==> src/rtl/mbox_pkg.sv <==
package mbox_pkg;
    localparam logic [1:0] ADDR_DATA = 2'd0;
    localparam logic [1:0] ADDR_CTRL = 2'd1;
    localparam logic [1:0] ADDR_IRQ  = 2'd2;

    localparam int ST_WFULL   = 0;
    localparam int ST_WHALF   = 1;
    localparam int ST_REMPTY  = 2;
    localparam int ST_PEND    = 5;
    localparam int ST_EN      = 6;

    localparam int CLR_RD_BIT = 1;
    localparam int CLR_WR_BIT = 2;
endpackage

==> src/rtl/mbox_fifo.sv <==
module mbox_fifo #(
    parameter int W     = 8,
    parameter int DEPTH = 256
) (
    input  logic         clk,
    input  logic         rst_n,
    input  logic         clr,
    input  logic         push,
    input  logic [W-1:0] push_data,
    input  logic         pop,
    output logic [W-1:0] pop_data,
    output logic         full,
    output logic         half,
    output logic         empty
);
    localparam int PTR_W = $clog2(DEPTH);
    localparam int CNT_W = $clog2(DEPTH + 1);

    typedef struct packed {
        logic [PTR_W-1:0] wptr;
        logic [PTR_W-1:0] rptr;
        logic [CNT_W-1:0] cnt;
    } fifo_st_t;

    fifo_st_t s_d, s_q;
    logic [W-1:0] mem_q [DEPTH];
    logic do_push, do_pop;

    function automatic logic [PTR_W-1:0] ptr_inc(input logic [PTR_W-1:0] p);
        return (p == PTR_W'(DEPTH - 1)) ? '0 : p + 1'b1;
    endfunction

    assign full     = (s_q.cnt == CNT_W'(DEPTH));
    assign empty    = (s_q.cnt == '0);
    assign half     = (s_q.cnt >= CNT_W'(DEPTH / 2));
    assign pop_data = mem_q[s_q.rptr];

    always_comb begin
        do_push = push && !full && !clr;
        do_pop  = pop && !empty && !clr;
        s_d     = s_q;
        if (clr) begin
            s_d = '0;
        end else begin
            if (do_push) s_d.wptr = ptr_inc(s_q.wptr);
            if (do_pop)  s_d.rptr = ptr_inc(s_q.rptr);
            case ({do_push, do_pop})
                2'b10:   s_d.cnt = s_q.cnt + 1'b1;
                2'b01:   s_d.cnt = s_q.cnt - 1'b1;
                default: s_d.cnt = s_q.cnt;
            endcase
        end
    end

    always_ff @(posedge clk or negedge rst_n) begin
        if (!rst_n) s_q <= '0;
        else        s_q <= s_d;
    end

    always_ff @(posedge clk) begin
        if (do_push) mem_q[s_q.wptr] <= push_data;
    end


    no_overflow_chk: assert property (@(posedge clk) disable iff (!rst_n)
        (push && full && !pop && !clr) |=> $stable(s_q.cnt));


    empty_pop_hold_chk: assert property (@(posedge clk) disable iff (!rst_n)
        (pop && empty && !clr) |=> $stable(s_q.rptr));


    clear_empties_chk: assert property (@(posedge clk) disable iff (!rst_n)
        clr |=> empty);
endmodule

==> src/rtl/mbox_ctrl.sv <==
module mbox_ctrl
    import mbox_pkg::*;
(
    input  logic       clk,
    input  logic       rst_n,
    input  logic [1:0] host_addr,
    input  logic       host_wr,
    input  logic       host_rd,
    input  logic [7:0] host_wdata,
    output logic [7:0] host_rdata,
    input  logic       wf_full,
    input  logic       wf_half,
    input  logic       rf_empty,
    input  logic [7:0] rf_head,
    input  logic       irq_evt,
    input  logic [7:0] irq_code,
    output logic       wf_push,
    output logic       rf_pop,
    output logic       wf_clr,
    output logic       rf_clr,
    output logic       irq_o
);
    typedef struct packed {
        logic       en;
        logic       pend;
        logic [7:0] code;
    } ctrl_st_t;

    ctrl_st_t s_d, s_q;
    logic     ctrl_wr;
    logic [7:0] status;

    always_comb begin
        ctrl_wr = host_wr && (host_addr == ADDR_CTRL);
        wf_push = host_wr && (host_addr == ADDR_DATA);
        rf_pop  = host_rd && (host_addr == ADDR_DATA);
        wf_clr  = host_wr && (host_addr == ADDR_IRQ) && host_wdata[CLR_WR_BIT];
        rf_clr  = host_wr && (host_addr == ADDR_IRQ) && host_wdata[CLR_RD_BIT];

        status            = '0;
        status[ST_WFULL]  = wf_full;
        status[ST_WHALF]  = wf_half;
        status[ST_REMPTY] = rf_empty;
        status[ST_PEND]   = s_q.pend;
        status[ST_EN]     = s_q.en;

        s_d = s_q;
        if (ctrl_wr) begin
            s_d.en = host_wdata[ST_EN];
            if (host_wdata[ST_PEND]) s_d.pend = 1'b0;
        end
        if (irq_evt) begin
            s_d.pend = 1'b1;
            s_d.code = irq_code;
        end

        case (host_addr)
            ADDR_DATA: host_rdata = rf_empty ? 8'h00 : rf_head;
            ADDR_CTRL: host_rdata = status;
            ADDR_IRQ:  host_rdata = s_q.code;
            default:   host_rdata = 8'h00;
        endcase

        irq_o = s_q.pend && s_q.en;
    end

    always_ff @(posedge clk or negedge rst_n) begin
        if (!rst_n) s_q <= '0;
        else        s_q <= s_d;
    end


    enable_load_chk: assert property (@(posedge clk) disable iff (!rst_n)
        ctrl_wr |=> (s_q.en == $past(host_wdata[ST_EN])));


    pend_set_chk: assert property (@(posedge clk) disable iff (!rst_n)
        irq_evt |=> s_q.pend);


    pend_ack_chk: assert property (@(posedge clk) disable iff (!rst_n)
        (ctrl_wr && host_wdata[ST_PEND] && !irq_evt) |=> !s_q.pend);


    code_hold_chk: assert property (@(posedge clk) disable iff (!rst_n)
        !irq_evt |=> $stable(s_q.code));


    one_strobe_chk: assert property (@(posedge clk) disable iff (!rst_n)
        !(host_wr && host_rd));
endmodule

==> src/rtl/mbox_host_if.sv <==
module mbox_host_if #(
    parameter int DEPTH = 256
) (
    input  logic       clk,
    input  logic       rst_n,
    input  logic [1:0] host_addr,
    input  logic       host_wr,
    input  logic       host_rd,
    input  logic [7:0] host_wdata,
    output logic [7:0] host_rdata,
    input  logic       core_wr_pop,
    output logic [7:0] core_wr_data,
    output logic       core_wr_empty,
    input  logic       core_rd_push,
    input  logic [7:0] core_rd_data,
    output logic       core_rd_full,
    output logic       core_rd_half,
    input  logic       core_irq_evt,
    input  logic [7:0] core_irq_code,
    output logic       irq_o
);
    logic       wf_full, wf_half, wf_push, wf_clr;
    logic       rf_empty, rf_pop, rf_clr;
    logic [7:0] rf_head;

    mbox_fifo #(.W(8), .DEPTH(DEPTH)) u_wr_fifo (
        .clk       (clk),
        .rst_n     (rst_n),
        .clr       (wf_clr),
        .push      (wf_push),
        .push_data (host_wdata),
        .pop       (core_wr_pop),
        .pop_data  (core_wr_data),
        .full      (wf_full),
        .half      (wf_half),
        .empty     (core_wr_empty)
    );

    mbox_fifo #(.W(8), .DEPTH(DEPTH)) u_rd_fifo (
        .clk       (clk),
        .rst_n     (rst_n),
        .clr       (rf_clr),
        .push      (core_rd_push),
        .push_data (core_rd_data),
        .pop       (rf_pop),
        .pop_data  (rf_head),
        .full      (core_rd_full),
        .half      (core_rd_half),
        .empty     (rf_empty)
    );

    mbox_ctrl u_ctrl (
        .clk        (clk),
        .rst_n      (rst_n),
        .host_addr  (host_addr),
        .host_wr    (host_wr),
        .host_rd    (host_rd),
        .host_wdata (host_wdata),
        .host_rdata (host_rdata),
        .wf_full    (wf_full),
        .wf_half    (wf_half),
        .rf_empty   (rf_empty),
        .rf_head    (rf_head),
        .irq_evt    (core_irq_evt),
        .irq_code   (core_irq_code),
        .wf_push    (wf_push),
        .rf_pop     (rf_pop),
        .wf_clr     (wf_clr),
        .rf_clr     (rf_clr),
        .irq_o      (irq_o)
    );
endmodule

==> config.mk <==
export PLATFORM = sky130hd
export DESIGN_NAME = mbox_host_if
export DESIGN_NICKNAME = d
export VERILOG_FILES = /design/src/rtl/mbox_pkg.sv /design/src/rtl/mbox_fifo.sv /design/src/rtl/mbox_ctrl.sv /design/src/rtl/mbox_host_if.sv
export SDC_FILE = /design/constraint.sdc
export NUM_CORES = 2
export LEC_CHECK = 0
export CAP_MARGIN = 20
export CORE_MARGIN = 1.5
export CORE_UTILIZATION = 35
export CTS_CLUSTER_SIZE = 40
export DETAILED_ROUTE_END_ITERATION = 10
export HOLD_SLACK_MARGIN = 0.02
export PLACE_DENSITY = 0.59
export SKIP_LAST_GASP = 1
export SLEW_MARGIN = 5
export SYNTH_ARGS = -nofsm -noshare
export SYNTH_HDL_FRONTEND = slang
export SYNTH_SLANG_ARGS = --single-unit
==> constraint.sdc <==
create_clock -name clk -period 12.7 [get_ports clk]
set_clock_uncertainty 0.1 [all_clocks]
set_input_delay 2.54 -clock clk [delete_from_list [all_inputs] [get_ports clk]]
set_output_delay 2.54 -clock clk [all_outputs]
set_load 0.05 [all_outputs]
======== After elaboration in Yosys (flattened, before gate mapping) ========
Memory sizes are Yosys's and may differ from the RTL's.
Cells that the tools add are included.
storage, ports and cells
  flip-flop bits (word level) ............. 60
  memory bits (writable) .................. 4,096
  bits of input ports ..................... 33
  output and inout port bits .............. 20
  logic and storage cells ................. 87
  memories kept ........................... 2
cells by class
  add/subtract/negate cells ............... 8
  magnitude comparators ................... 2
  eq/ne operators ......................... 12
  muxes and demuxes ....................... 21
  reduce and logical (&&, ||, !) cells .... 33
memory list
  memory           depth  bits a word  read ports  clocked after memory_dff  write ports  RTL line         RTL
  u_rd_fifo.mem_q  256    8            1           0                         1            mbox_fifo.sv:26  logic [W-1:0] mem_q [DEPTH];
  u_wr_fifo.mem_q  256    8            1           0                         1            mbox_fifo.sv:26
operators with widths
  cell                   count
  $mux W8                9
  $mux W25               2
  $pmux W9 S2            2
  $add A8 B1 Y8 const B  4
  $eq A8 B8 Y1 const B   4
  $pmux W8 S3            1
  $add A9 B1 Y9 const B  2
  $eq A9 B9 Y1 const B   2
  $ge A9 B8 Y1 const B   2
  $logic_not A9 Y1       2
  $sub A9 B1 Y9 const B  2
  $logic_and A1 B1 Y1    15
  $reduce_bool A2 Y1     6
  $mux W9                1
  $eq A2 B1 Y1 const B   3
  $eq A2 B2 Y1 const B   3
  $logic_not A1 Y1       6
  $mux W1                6
  $reduce_bool A3 Y1     2
  $logic_not A2 Y1       1
  $reduce_and A2 Y1      1

======== Depth between registers and ports, before layout ========
  word-level depth ........................ 8
  gate-level depth with buffers ........... 18
  gate-level depth less buffers ........... 16

======== By module ========
Synthesis repeated with hierarchy kept, for this count alone.
unflattened totals
  cells, all modules ...................... 7,838
  area total of the unflattened synthesis .. 162,952.5 µm²
by module, submodules not included
  module     instances  cells each  area each (µm²)  seq. area each (µm²)
  mbox_fifo  2          3,890       81,160.3         62,124.6
  mbox_ctrl  1          58          631.9            250.2

======== Least setup slack after synthesis ========
Ideal clock, no wire load.
  kind .................................... input-to-output
  from .................................... input host_addr[1]
  to ...................................... output host_rdata[6]
  arrival ................................. 4.620 ns
  data required time ...................... 10.060 ns
  setup slack ............................. 5.440 ns
  cell stages on the path ................. 7
  buffers on the path ..................... 0
  cells stage by stage .................... nor2_1 > o21a_1 > nand2b_1 > a2111oi_0 > o31ai_1 > nor2b_1 > nor3_1
between the ends
  longest elaborated chain between the ends .. 2
  elaborated cells on any way between the ends .. 4
  those cells by class .................... 2 x eq/ne; 1 x mux; 1 x reduce/logical
ends and longest elaborated chain
  item                                        RTL line            RTL
  start: declaration                          mbox_host_if.sv:6   input logic [1:0] host_addr,
  $eq A2 B2 Y1, or another cell as far along  mbox_ctrl.sv:57     case (host_addr)
  $pmux W8 S3 (*)                             mbox_ctrl.sv:57
  end: declaration                            mbox_host_if.sv:10  output logic [7:0] host_rdata,
Mark *: on every way between the ends. The rest lies on a longest branch, timed or not.

======== Worst setup path in the final report ========
  from .................................... register u_rd_fifo.s_q[9] in the netlist's numbering
  to ...................................... output host_rdata[5]
between the ends
  longest elaborated chain between the ends .. 3
ends and longest elaborated chain
  item                      RTL line         RTL
  start: declaration        mbox_fifo.sv:25  fifo_st_t s_d, s_q;
  start signal: assignment  mbox_fifo.sv:56  if (!rst_n) s_q <= '0;
  start signal: assignment  mbox_fifo.sv:57  else s_q <= s_d;
  $mem_v2 Z256 W8           --
  $mux W8                   mbox_ctrl.sv:58  ADDR_DATA: host_rdata = rf_empty ? 8'h00 : rf_head;
  $pmux W8 S3               mbox_ctrl.sv:57
Every way passes these cells.

==> flow_summary.yaml <==
global_routing:
  grt.total_usage_pct: 16.92
  grt_max_degree: 131
  grt_first_pass_wirelength_mm: 581.1
  antenna_found_initial: 14
  grt_pass1_vias: 78730
  grt-ovfl-total: 0
floorplan:
  die_area_um2: 467300
  coreArea_um2: 460500
  die_w_um: 683.6
  ioPinCount: 53
  rows: 249
  start_util_pct: 35.21
  die_y_um: 683.6
yosys:
  postSynthNetCount: 7553
  post-synth-top-count-cell: "edfxtp_1"
  synth.distinct_cells: 61
  yosys.area.top_type: "edfxtp_1"
  synth_top_area_share_pct: 75.86
  synthCells: 7496
  synth_commonest_cells: "edfxtp_1 (4,096), mux4_2 (1,092), nor2_1 (597)"
  synth_enable_flop_cells: 4096
  async_flop_share_pct: 1.444
  ys.flop_type: "edfxtp_1"
  ys_top_cells_by_area: "edfxtp_1 (76%), mux4_2 (15%), mux2i_1 (1.4%)"
  syn_area_um2: 162100
  synth_seq_cells: 4156
  yosys_warnings: 0
  syn_area_per_cell_um2: 21.63
  yosysSeqAreaShare_pct: 76.79
cts:
  cts_buffer_depth: 4
  cts_tree: "done"
  cts_htree_levels: 5
  postCtsSetupBuffers: 0
  clk_latency_ns: 0.99
  cts_buffers: 423
  clock-root-buffer: "clkbuf_16"
  holdBufCountCts: 0
  cts_resized: 0
  clkTransAtPathRegs_ns: 0.06
  clock_sink_count: 4156
placement:
  post_dp_cell_area_um2: 169400
  numPortBuffers: 52
  finalWeightedCongestion: 0.8239
  post-place-cells: 13380
  dpl.hpwl_mm: 241.3
power_and_ir_drop:
  p_sw_mw: 9.347
  combPwrFrac_pct: 20.1
  internal-power_mw: 25.01
  power.density_nw_per_um2: 187.9
  clkPwrFrac_pct: 35.2
  ir_drop_uv: 228.0
  seqPwrFrac_pct: 44.7
  p_leak_nw: 55.17
  sw_frac_of_total_pct: 27.21
run:
  maxCapViolations: 0
min_path:
  hp-class: "reg2reg"
layout:
  drive_gt1_share_pct: 23.45
  final_util_pct: 39.72
  area_growth_pct: 12.81
  num-nets-final: 7719
  postLayoutCellArea_um2: 182900
  fillers: 40540
  final_cells: 14170
detailed_routing:
  vias_per_cell: 5.452
  drt_iter0_drc: 8809
  first_pass_iters: 7
  wl_mm: 405.5
  postRouteAntennaNets: 0
  drc: 0
  dr_total_vias: 77260
  drt-wirelength-per-cell_um: 28.62
setup_path:
  path_max_fanout: 46
  cp-end-kind: "primary output"
  crit_type: "reg2out"
  critPathTopFamily: "compound AO/OA/AOI/OAI gates"
  cpMostUsedCell: "nand4_1"
  required_ns: 10.06
  slowest_stage: "a2111oi_1"
  crit_path_start_kind: "flip-flop"
  cpPeakStageDelay_ns: 1.16
  crit_arrival_ns: 6.99
  cp_num_buf_inv: 2
  path_cells: "buf_4 -> mux4_2 -> mux2i_1 -> a32oi_1 -> nand4_1 -> nor3_1 -> nand4_1 -> a2111oi_1 -> a221o_1 -> clkdlybuf4s50_1"
timing:
  fmax_mhz: 103.9
  min_period_ns: 9.627
  setup_viol: 0
  slew_violations: 0
  slew_headroom_pct: 16.50
  hold_viol: 0
  finalSetupTns_ns: 0
  fin_crit_sh_pct: 75.80
  tightest_slew_ns: 1.241
  rsz0062_at_grt: "no"
  whs_ns: 0.4204
run_status:
  outcome: "finished, final reports clean"
==> layer usage <==
layer | up-vias | wire length (um) | GRT usage [%]
li1 | 31850 | - | -
met1 | 41520 | 164800 | 23.12
met2 | 3233 | 198700 | 28.06
met3 | 648 | 28920 | 2.589
met5 | - | 13 | 0
met4 | 2 | 13090 | 5.079
==> sequential cells by signal, summed over array words and instances, names as in the netlist <==
| signal | flops |
|---|---|
| u_wr_fifo.s_q | 25 |
| u_rd_fifo.mem_q | 2048 |
| u_wr_fifo.mem_q | 2048 |
| u_rd_fifo.s_q | 25 |
| u_ctrl.s_q | 10 |
==> through the flow <==
| stage | worst slack [ns] | power (mW) |
|---|---|---|
| 2_1_floorplan | 5.440 | 20.35 |
| 3_3_place_gp | 3.196 | 22.56 |
| 3_5_place_dp | 3.280 | 22.62 |
| 4_1_cts | 2.985 | 34.64 |
| 5_1_grt | 2.951 | 35.40 |
| 6_report | 3.073 | 34.36 |
==> cell type report <==
| type | count | area [um2] | area share, % |
|---|---|---|---|
| antenna | 2 | 5.005 | 0.002736 |
| tap | 6149 | 7694 | 4.207 |
| timing repair buffer | 188 | 1797 | 0.9824 |
| multi-input combinational | 2876 | 35370 | 19.34 |
| clock buffer | 532 | 11190 | 6.117 |
| sequential | 4156 | 124500 | 68.09 |
| clock inverter | 251 | 2242 | 1.226 |
| inverter | 17 | 68.82 | 0.03763 |
==> cells in the final DEF, fill, tap and decap left out, types with 27 or more instances in the layout <==
cell and instances:
nand3_1 43, dfrtp_1 51, mux2i_1 226, buf_4 121, mux4_2 1092, nor2_1 595, nor3_1 32, a221oi_1 32
a22o_1 29, a22oi_1 66, clkinv_2 73, clkdlybuf4s50_1 35, o21ai_0 87, nand2_1 139, a21oi_1 100, o221ai_1 90
clkinv_1 110, edfxtp_1 4096, o22ai_1 61, clkbuf_1 93, clkbuf_16 426, bufinv_16 27
==> kinds of logic after synthesis <==
| group | after synthesis | share of synthesized area (%) |
|---|---|---|
| XOR/XNOR | 22 | 0.1188 |
| buffers and inverters | 464 | 1.455 |
| AND/OR/NAND/NOR | 958 | 2.500 |
| multiplexers | 1332 | 16.66 |
| flip-flops | 4156 | 76.79 |
| AO/OA/AOI/OAI | 540 | 2.284 |
| adder cells (fa/ha/maj) | 24 | 0.1899 |
==> power by group through the flow <==
| stage | Clock (mW) | Sequential [mW] | Combinational [mW] |
|---|---|---|---|
| 3_5_place_dp | 0 | 15.7 | 6.96 |
| 2_1_floorplan | 0 | 15.5 | 4.87 |
| 6_report | 12.1 | 15.4 | 6.89 |
| 4_1_cts | 12.3 | 15.4 | 6.98 |
| 5_1_grt | 12.8 | 15.4 | 7.22 |
| 3_3_place_gp | 0 | 15.7 | 6.91 |
==> worst paths after layout <==
| check | cells past startpoint | slack (ns) | from | endpoint |
|---|---|---|---|---|
| setup / recovery | 10 | 3.07 | u_rd_fifo.s_q[9]$_DFFE_PN0P_ | host_rdata[5] |
| hold / removal | 1 | 0.42 | u_rd_fifo.s_q[15]$_DFFE_PN0P_ | u_rd_fifo.s_q[15]$_DFFE_PN0P_ |
| setup reg to reg | 16 | 7.53 | u_rd_fifo.s_q[3]$_DFFE_PN0P_ | u_rd_fifo.s_q[8]$_DFFE_PN0P_ |
| hold reg to reg | 1 | 0.42 | u_rd_fifo.s_q[15]$_DFFE_PN0P_ | u_rd_fifo.s_q[15]$_DFFE_PN0P_ |
| max in group asynchronous | 2 | 9.89 | rst_n | u_wr_fifo.s_q[12]$_DFFE_PN0P_ |
| min in group asynchronous | 1 | 1.27 | rst_n | u_ctrl.s_q[7]$_DFFE_PN0P_ |
Power figures use the tool's default switching activity.
